===== src/rtl/ir_frame_rx.sv =====
module ir_frame_rx #(
  parameter int UNIT_TICKS = 28125,
  parameter int TOL_PCT    = 20
) (
  input  logic       clk,
  input  logic       rst_n,
  input  logic       ir_rx_n,
  output logic       frame_valid,
  output logic [7:0] custom_hi,
  output logic [7:0] custom_lo,
  output logic [7:0] key_code,
  output logic [7:0] key_code_n
);
  localparam int LM_NOM  = 16 * UNIT_TICKS;
  localparam int LS_NOM  = 8 * UNIT_TICKS;
  localparam int S0_NOM  = UNIT_TICKS;
  localparam int S1_NOM  = 3 * UNIT_TICKS;
  localparam int GAP_LIM = 9 * UNIT_TICKS;
  localparam int LM_LO   = LM_NOM * (100 - TOL_PCT) / 100;
  localparam int LM_HI   = LM_NOM * (100 + TOL_PCT) / 100;
  localparam int LS_LO   = LS_NOM * (100 - TOL_PCT) / 100;
  localparam int LS_HI   = LS_NOM * (100 + TOL_PCT) / 100;
  localparam int S0_LO   = S0_NOM * (100 - TOL_PCT) / 100;
  localparam int S0_HI   = S0_NOM * (100 + TOL_PCT) / 100;
  localparam int S1_LO   = S1_NOM * (100 - TOL_PCT) / 100;
  localparam int S1_HI   = S1_NOM * (100 + TOL_PCT) / 100;
  localparam int CNT_TOP = ((LM_HI > GAP_LIM) ? LM_HI : GAP_LIM) + 1;
  localparam int CW      = $clog2(CNT_TOP + 1);

  localparam logic [CW-1:0] LM_LO_C  = CW'(LM_LO);
  localparam logic [CW-1:0] LM_HI_C  = CW'(LM_HI);
  localparam logic [CW-1:0] LS_LO_C  = CW'(LS_LO);
  localparam logic [CW-1:0] LS_HI_C  = CW'(LS_HI);
  localparam logic [CW-1:0] S0_LO_C  = CW'(S0_LO);
  localparam logic [CW-1:0] S0_HI_C  = CW'(S0_HI);
  localparam logic [CW-1:0] S1_LO_C  = CW'(S1_LO);
  localparam logic [CW-1:0] S1_HI_C  = CW'(S1_HI);
  localparam logic [CW-1:0] GAP_C    = CW'(GAP_LIM);
  localparam logic [CW-1:0] CNT_TOPC = CW'(CNT_TOP);

  typedef enum logic [1:0] {S_IDLE, S_LMARK, S_LSPACE, S_DATA} state_t;

  state_t          state;
  logic [1:0]      sync_q;
  logic            mark_q;
  logic [CW-1:0]   cnt;
  logic [4:0]      bit_cnt;
  logic [31:0]     shreg;
  logic [31:0]     held_q;

  wire mark      = ~sync_q[1];
  wire edge_seen = mark ^ mark_q;

  function automatic logic in_win(input logic [CW-1:0] v, input logic [CW-1:0] lo,
                                  input logic [CW-1:0] hi);
    return (v >= lo) && (v <= hi);
  endfunction

  wire        is_zero   = in_win(cnt, S0_LO_C, S0_HI_C);
  wire        is_one    = in_win(cnt, S1_LO_C, S1_HI_C);
  wire [31:0] next_word = {is_one, shreg[31:1]};
  wire        inv_ok    = (next_word[23:16] ^ next_word[31:24]) == 8'hFF;

  always_ff @(posedge clk) begin
    if (!rst_n) begin
      sync_q <= 2'b11;
      mark_q <= 1'b0;
      cnt    <= '0;
    end else begin
      sync_q <= {sync_q[0], ir_rx_n};
      mark_q <= mark;
      if (edge_seen)             cnt <= CW'(1);
      else if (cnt != CNT_TOPC)  cnt <= cnt + CW'(1);
    end
  end

  always_ff @(posedge clk) begin
    if (!rst_n) begin
      state       <= S_IDLE;
      bit_cnt     <= '0;
      shreg       <= '0;
      held_q      <= '0;
      frame_valid <= 1'b0;
    end else begin
      frame_valid <= 1'b0;
      case (state)
        S_IDLE:
          if (edge_seen && mark) state <= S_LMARK;
        S_LMARK:
          if (edge_seen)
            state <= in_win(cnt, LM_LO_C, LM_HI_C) ? S_LSPACE : S_IDLE;
          else if (cnt > LM_HI_C)
            state <= S_IDLE;
        S_LSPACE:
          if (edge_seen) begin
            if (in_win(cnt, LS_LO_C, LS_HI_C)) begin
              state   <= S_DATA;
              bit_cnt <= '0;
            end else begin
              state <= S_IDLE;
            end
          end else if (cnt > LS_HI_C) begin
            state <= S_IDLE;
          end
        S_DATA:
          if (edge_seen && mark) begin
            if (is_zero || is_one) begin
              shreg   <= next_word;
              bit_cnt <= bit_cnt + 5'd1;
              if (bit_cnt == 5'd31) begin
                state <= S_IDLE;
                if (inv_ok) begin
                  frame_valid <= 1'b1;
                  held_q      <= next_word;
                end
              end
            end else begin
              state <= S_IDLE;
            end
          end else if (!edge_seen && cnt > GAP_C) begin
            state <= S_IDLE;
          end
        default: state <= S_IDLE;
      endcase
    end
  end

  assign custom_hi  = held_q[15:8];
  assign custom_lo  = held_q[7:0];
  assign key_code   = held_q[23:16];
  assign key_code_n = held_q[31:24];
endmodule


===== config.mk =====
export PLATFORM = sky130hd
export DESIGN_NAME = ir_frame_rx
export DESIGN_NICKNAME = d
export VERILOG_FILES = /design/src/rtl/ir_frame_rx.sv
export SDC_FILE = /design/constraint.sdc
export NUM_CORES = 1
export LEC_CHECK = 0
export BUFFER_PORTS_ARGS = -buffer_cell sky130_fd_sc_hd__buf_2
export CAP_MARGIN = 10
export CORE_MARGIN = 2
export CORE_UTILIZATION = 54
export DETAILED_ROUTE_END_ITERATION = 8
export HOLD_SLACK_MARGIN = 0.02
export PLACE_DENSITY = 0.76
export SLEW_MARGIN = 20
export SYNTH_ARGS = -nofsm -noshare
export SYNTH_HDL_FRONTEND = slang
export SYNTH_SLANG_ARGS = --single-unit

===== constraint.sdc =====
create_clock -name clk -period 2.5 [get_ports clk]
set_input_delay 0.5 -clock clk [delete_from_list [all_inputs] [get_ports clk]]
set_output_delay 0.5 -clock clk [all_outputs]
set_load 0.01 [all_outputs]

==> results.tsv, run 1 <==
metric	value	unit
status	finished with violations	
failing checks	setup timing	
Hold WC Path Type	input port to flip-flop	
hold path depth	2	
worst slew pin tran	682.2	ps
Routed Antenna Nets	0	
global-route wire length before repair	15310	µm
Yosys reg bits	94	
CP Class	flip-flop to flip-flop	
RSZ-0062 raised after global routing	yes	
number of global-route vias before repair	3310	
gr ovfl total	0	
Avg WL per Cell	15.41	µm
area of the core	7807	µm²
Synth Area in Adders	0.01711	
pin count of the biggest net entering global routing	42	
Finished Core Util	0.6583	
crit-path max FO	12	
crit-path leading delay family	simple AND/OR/NAND/NOR gates	
fmax	398.1	MHz
asr flop ratio synth	0	
post-synthesis mux area share	0.1118	
clock tree buffer depth	2	
Routability Congestion	0.9270	
Worst path max stage delay	530	ps
Clock Sinks	94	
XOR/XNOR share of the synthesized area	0.04792	
gr usage total	0.2176	
Max Cap Viol	0	
total chip power	2.619	mW
TritonCTS clock tree	yes	
num ports	36	
worst skew pair latency	370	ps
Slew Limit Fails	0	
Compound-Gate Fraction of Synth Area	0.1058	
Synth Net Count	505	
EDFF count, synth	0	
placed inst area	4751	µm²
most frequent cells in the layout	dfxtp_1, nor2_1, nand2_1	
Initial Util	0.5619	
final worst slack	-12.01	ps
DPL Wire Length	6624	µm
leading cell type in the layout, fill and taps excluded	dfxtp_1	
root buf cell	clkbuf_8	
Finish-stage setup viols	3	
PortBufs	35	
Arrival @ worst endpoint	2760	ps
die extent in y	94.13	µm
critical path, cell by cell	or3_4 > or4_4 > o221ai_4 > buf_4 > nand3_2 > and2_4 > buf_4 > nand2_1 > a21oi_1	
FF+latch area	1883	µm²
Die W	94.13	µm
nets	550	
H-tree depth	3	
Post-Route WL	9984	µm
fin crit share	1.005	
area leader, netlist	dfxtp_1	
clk_skew	10.58	ps
row cnt	32	
TritonCTS buffer count	9	
Mapped Cells	496	
simple-gate share of the synthesized area	0.2316	
Yosys top cell area share	0.4290	
first drt pass iteration count	5	
Via density	5.688	
Netlist Area Pre-Place	4387	µm²
main area contributors after synthesis	dfxtp_1, mux2i_1, nor2_1, nand2_1, a21oi_1	
Final Hold Vio Count	0	
sequential area share after synthesis	0.4290	
Req. time, crit path	2750	ps
Leak	1.893	nW
critical path's slowest cell	or4_4	
hold buffers post-CTS	0	
Period minus WS final	2512	ps
Worst slew margin	0.5441	
drt drc	0	
Power Density	509.5	nW/µm²
post-route cell area	5140	µm²
Worst path depth	9	
total negative setup slack	-29.47	ps
pre-CTS WS	-22.70	ps
Primary FF master, synth	dfxtp_1	
Finished Layout Cells	648	
Placed Cells	625	
clock-pin transition on the worst setup and hold timing paths	100	ps
Syn Area/Cell	8.844	µm²
Most common cell on crit path	buf_4	
Antenna diodes	0	
layout cell share with drive strength beyond 1	0.1941	
Max IR drop VDD	0.3566	mV
Reg2Reg Depth	9	
CP startpoint kind	flip-flop	
main combinational cell family by area after synthesis	simple AND/OR/NAND/NOR gates	
initial antenna violation count	0	
vias post-DR	3686	
CP bufs+invs	2	
Yosys cell types	59	
Multi-input gate area	2316	µm²
area grow syn2layout	17.17	%
Worst Setup End Kind	flip-flop	
die area	8860	µm²
worst hold margin	316.6	ps
# fillers	619	
Ys Warns	0	
number of DRC markers in iteration 0	289	
layout make-up:
type,count,area share
multi-input combinational,356,0.4506
clock inverter,7,0.01339
timing repair buffer,70,0.1134
sequential,94,0.3664
inverter,10,0.007303
clock buffer,9,0.02410
tap,102,0.02483
synth_stat cells, types with 5 or more instances:
library cell   n
xor2_1        10
a21oi_1       26
nand4_1       10
and2_1         8
clkbuf_1      23
ha_1           6
o21ai_0        7
dfxtp_1       94
nor2_1        79
nand3_1       13
nor4_1         6
xnor2_1       14
nand2_1       52
mux2i_1       49
inv_1         10
a31oi_1        5
nor3_1         7
cell families (layout without fill, tap and decap cells):
logic type               after synthesis  count (layout)
XOR/XNOR                              24              24
adder cells (fa/ha/maj)                6               6
buffers and inverters                 46              96
AO/OA/AOI/OAI                         68              68
flip-flops                            94              94
AND/OR/NAND/NOR                      209             209
multiplexers                          49              49
state kept, by name (all words and copies together) (netlist names):
name	flops
mark_q	1
shreg	31
frame_valid	1
cnt	20
bit_cnt	5
state	2
held_q	32
sync_q	2
final timing paths:
path | slack, ps | endpoint | start
max | -10 | shreg[30] | cnt[12]
min | 320 | sync_q[0] | ir_rx_n
min reg2reg | 420 | sync_q[1] | sync_q[0]
max reg2reg | -10 | shreg[30] | cnt[12]
layer usage:
metal  part of all wire  wire length, µm  track usage
met5                  0                0            0
met4              0.017              167      0.08092
met3              0.052              524      0.05056
met2               0.48             4817       0.3530
met1               0.45             4474       0.2816
repair_timing:
action / CTS / global route
endpoints found under the hold margin: 0 / 0
resized for setup: 3 / 11
pin swaps: 1 / 6
gates cloned: 0 / 4
buffers inserted: 0 / 3
setup endpoints to repair: 3 / 59
where the power goes:
part	internal, mW	total [mW]	switching, mW
Clock	0.387	0.982	0.595
Combinational	0.0451	0.112	0.0665
Sequential	1.51	1.53	0.0156
Total	1.94	2.62	0.677
Note: power is estimated with default switching activity, not from simulation.
==> run 2: changes to the inputs <==
SETUP_SLACK_MARGIN = 0.1   (was not set)
==> results.tsv, run 2 (synthesis results as in run 1) <==
metric	value	unit
Routability Congestion	0.9041	
initial antenna violation count	0	
fin crit share	0.9685	
CP Class	flip-flop to flip-flop	
clock tree buffer depth	2	
die area	8860	µm²
Period minus WS final	2421	ps
gr usage total	0.2172	
H-tree depth	3	
num ports	36	
number of global-route vias before repair	3387	
leading cell type in the layout, fill and taps excluded	dfxtp_1	
crit-path leading delay family	simple AND/OR/NAND/NOR gates	
Worst slew margin	0.5214	
RSZ-0062 raised after global routing	yes	
Req. time, crit path	2760	ps
clock-pin transition on the worst setup and hold timing paths	100	ps
# fillers	643	
first drt pass iteration count	4	
Routed Antenna Nets	0	
nets	553	
CP startpoint kind	flip-flop	
root buf cell	clkbuf_8	
drt drc	0	
Finish-stage setup viols	0	
DPL Wire Length	6667	µm
worst slew pin tran	716.2	ps
number of flip-flops in the largest register	32	
worst skew pair latency	370	ps
layout cell share with drive strength beyond 1	0.2040	
die extent in y	94.13	µm
status	complete, no violations	
most frequent cells in the layout	dfxtp_1, nor2_1, nand2_1	
TritonCTS buffer count	9	
vias post-DR	3692	
area of the core	7807	µm²
fmax	413.0	MHz
Max IR drop VDD	0.3544	mV
critical path, cell by cell	or3_4 > or4_4 > o211ai_4 > nand4_4 > a21oi_4 > buf_12 > clkbuf_16 > mux2i_1 > nor2_1	
WHS Endpoint	sync_q[0]	
Post-Route WL	9985	µm
Antenna diodes	0	
Die W	94.13	µm
Reg2Reg Depth	9	
pin count of the biggest net entering global routing	64	
global-route wire length before repair	15420	µm
hold path depth	2	
Avg WL per Cell	15.34	µm
gr ovfl total	0	
Regs by FF count	held_q (32), shreg (31), cnt (20)	
area grow syn2layout	17.14	%
hold_sp	ir_rx_n	
number of DRC markers in iteration 0	203	
placed inst area	4761	µm²
Critical R2R Launch	cnt[12]	
total negative setup slack	0	ps
Worst R2R End	held_q[24]	
Initial Util	0.5619	
critical path's slowest cell	or4_4	
Via density	5.671	
CP bufs+invs	2	
Hold WC Path Type	input port to flip-flop	
Slew Limit Fails	0	
Arrival @ worst endpoint	2680	ps
TritonCTS clock tree	yes	
clk_skew	8.769	ps
Worst path max stage delay	460	ps
crit-path max FO	7	
Leak	1.906	nW
Biggest register	held_q	
Reg2Reg Setup Slack	80	ps
Power Density	509.4	nW/µm²
Final Hold Vio Count	0	
post-route cell area	5139	µm²
Max Cap Viol	0	
row cnt	32	
PortBufs	35	
Worst Setup End Kind	flip-flop	
Clock Sinks	94	
-- run 2: cell types whose count changed in the layout (fill, tap and decap cells not counted), moves of 2 or more --
cell     delta
buf_12      -2
buf_4       +5
dfxtp_1     -3
dfxtp_2     +3
mux2i_1     +2
mux2i_2     -2
-- run 2: layout make-up --
type	count	area, µm²	area share
Tap cell	102	127.6	0.02484
Inverter	10	37.54	0.007305
Clock inverter	6	53.80	0.01047
Clock buffer	10	137.6	0.02678
Timing Repair Buffer	73	566.8	0.1103
Sequential cell	94	1887	0.3672
Multi-Input combinational cell	356	2328	0.4531
-- run 2: how the worst max path moves through the flow --
stage                     startpoint         end  slack [ps]  cells after the start
after floorplan              cnt[12]  held_q[16]         110                      9
after global placement       cnt[12]   held_q[9]         150                      8
after detailed placement      cnt[8]  held_q[14]          80                      8
after CTS                    cnt[12]  held_q[14]          70                      8
after global routing         cnt[12]  held_q[14]          10                      9
final                        cnt[12]  held_q[24]          80                      9
-- run 2: metrics by stage --
| step | total power [mW] | hold slack (ps) | utilization | std cells | setup WS (ps) |
|---|---|---|---|---|---|
| 2_1_floorplan | 1.632 | 386.3 | - | 496 | 112.2 |
| 3_3_place_gp | 1.665 | 392.2 | 0.6098 | 627 | 147.7 |
| 3_5_place_dp | 1.667 | 391.4 | 0.6098 | 627 | 79.03 |
| 4_1_cts | 2.630 | 310.4 | 0.6343 | 643 | 65.46 |
| 5_1_grt | 2.698 | 315.9 | 0.6582 | 651 | 10.48 |
| 6_report | 2.618 | 313.8 | 0.6582 | 651 | 78.82 |
-- run 2: repair_timing --
action                                  4_1_cts  5_1_grt
endpoints found under the setup margin       27       61
setup buffers                                 0        4
cloned                                        0        4
pin swaps                                     0        8
hold buffers                                  0        0
gates resized for setup                       1       17
-- run 2: per-layer routing --
metal	global-route usage	up-vias	routed length, µm
li1	-	1814	-
met1	0.2808	1768	4694
met2	0.3536	91	4731
met3	0.03772	19	343
met4	0.09903	0	216
met5	0	-	0
-- run 2: report_power, final --
group	internal (mW)	switching [mW]	leakage, nW
combinational	0.0446	0.0646	1.04
clock	0.408	0.575	0.101
sequential	1.51	0.0160	0.761
total	1.96	0.655	1.91
==> run 3: changes to the inputs <==
==> constraint.sdc (replaced) <==
create_clock -name clk -period 2.5 [get_ports clk]
set_input_delay 0.125 -clock clk [delete_from_list [all_inputs] [get_ports clk]]
set_output_delay 0.125 -clock clk [all_outputs]
set_load 0.01 [all_outputs]
==> results.tsv, run 3 (synthesis results as in run 1) <==
metric	value	unit
nets	553	
Worst Setup End Kind	flip-flop	
Biggest register	held_q	
leading cell type in the layout, fill and taps excluded	dfxtp_1	
hold path depth	2	
Pint	1.934	mW
die extent in y	94.13	µm
Hold WC Path Type	input port to flip-flop	
area of the core	7807	µm²
gr usage total	0.2304	
H-tree depth	3	
Slew Limit Fails	0	
Arrival @ worst endpoint	2720	ps
Clock Sinks	94	
most frequent cells in the layout	dfxtp_1, nor2_1, nand2_1	
fmax	405.5	MHz
Finished Core Util	0.6563	
Routed Antenna Nets	0	
total chip power	2.595	mW
Avg WL per Cell	15.75	µm
Finished Layout Cells	651	
RSZ-0062 raised after global routing	yes	
placed inst area	4753	µm²
Switching Share	0.2547	
worst skew pair latency	370	ps
area grow syn2layout	16.80	%
clock-pin transition on the worst setup and hold timing paths	100	ps
Max IR drop VDD	0.3686	mV
TritonCTS buffer count	9	
hold_sp	rst_n	
Period minus WS final	2466	ps
Reg2Reg Setup Slack	30	ps
row cnt	32	
clock tree buffer depth	2	
CP Class	flip-flop to flip-flop	
first drt pass iteration count	5	
total negative setup slack	0	ps
pin count of the biggest net entering global routing	66	
Req. time, crit path	2760	ps
gr ovfl total	0	
status	complete, no violations	
die area	8860	µm²
post-route cell area	5124	µm²
Critical R2R Launch	cnt[12]	
root buf cell	clkbuf_8	
clock network fraction of total power	0.369	
Reg2Reg Depth	9	
Finish-stage setup viols	0	
fin crit share	0.9864	
DPL Wire Length	6695	µm
crit-path max FO	6	
Initial Util	0.5619	
switching power	660.9	µW
number of global-route vias before repair	3518	
Regs by FF count	held_q (32), shreg (31), cnt (20)	
PortBufs	35	
number of flip-flops in the largest register	32	
Placed Cells	626	
Max Cap Viol	0	
Post-Route WL	10250	µm
Reg power frac	0.588	
number of DRC markers in iteration 0	262	
Via density	5.777	
global-route wire length before repair	16250	µm
Combinational Power Share	0.043	
drt drc	0	
initial antenna violation count	0	
Worst R2R End	held_q[26]	
WHS Endpoint	sync_q[0]	
Antenna diodes	0	
clk_skew	17.83	ps
Power Density	506.4	nW/µm²
Die W	94.13	µm
CP startpoint kind	flip-flop	
vias post-DR	3761	
Routability Congestion	0.9415	
Worst slew margin	0.5513	
Leak	1.887	nW
layout cell share with drive strength beyond 1	0.1967	
num ports	36	
TritonCTS clock tree	yes	
worst slew pin tran	671.4	ps
Final Hold Vio Count	0	
-- run 3: changes by cell type in the layout (fill, tap and decap cells not counted), sizes merged --
| cell | change |
|---|---|
| clkinv | -2 |
| buf | -1 |
| dlygate4sd3 | +1 |
| clkinvlp | +2 |
-- run 3: final cells by class --
| cell class | count | area (µm²) |
|---|---|---|
| Clock buffer | 10 | 127.6 |
| Clock inverter | 6 | 52.55 |
| Fill cell | 652 | 2684 |
| Inverter | 10 | 37.54 |
| Multi-Input combinational cell | 356 | 2312 |
| Sequential cell | 94 | 1886 |
| Tap cell | 102 | 127.6 |
| Timing Repair Buffer | 73 | 580.6 |
-- run 3: how the worst max path moves through the flow --
stage / from / to / slack (ps) / cells past startpoint
after floorplan: cnt[12] / held_q[16] / 110 / 9
after global routing: cnt[9] / held_q[26] / -60 / 9
after CTS: cnt[14] / shreg[7] / 90 / 8
after global placement: cnt[14] / shreg[4] / 150 / 8
after detailed placement: cnt[14] / shreg[5] / 110 / 8
final: cnt[12] / held_q[26] / 30 / 9
-- run 3: per-stage QoR --
stage	worst slack, ps	hold WS [ps]
finish	33.93	54.42
CTS	92.89	50.01
floorplan	112.2	226.5
global route	-61.94	51.05
detailed placement	110.4	311.3
global placement	154.4	312.0
-- run 3: what timing repair did --
action                                  4_1_cts  5_1_grt
buffers inserted                              0        4
gates resized for setup                       0       19
pin swaps                                     0        6
gates cloned                                  0        4
hold buffers                                  1        0
endpoints found under the setup margin        2       65
endpoints found under the hold margin         1        0
-- run 3: per-layer routing --
metal / wire (µm) / GRT usage / vias to the layer above
met4: 183 / 0.08696 / 0
met2: 4789 / 0.3744 / 134
li1: - / - / 1818
met3: 513 / 0.03933 / 20
met1: 4766 / 0.3063 / 1789
met5: 0 / 0 / -
-- run 3: power groups by stage --
| stage | clock, mW | sequential (mW) | combinational [mW] |
|---|---|---|---|
| floorplan | 0 | 1.55 | 0.0784 |
| global placement | 0 | 1.56 | 0.106 |
| detailed placement | 0 | 1.56 | 0.109 |
| CTS | 0.965 | 1.53 | 0.110 |
| global route | 1.02 | 1.53 | 0.126 |
| finish | 0.957 | 1.53 | 0.112 |
-- run 3: critical path, stage by stage (launching register included) --
cell and delay (ps):
dfxtp_2 330, or3_4 380, or4_4 470, o221ai_4 280
nand4b_4 140, a21oi_4 170, buf_12 160, buf_6 140
mux2i_1 230, nor2_1 60
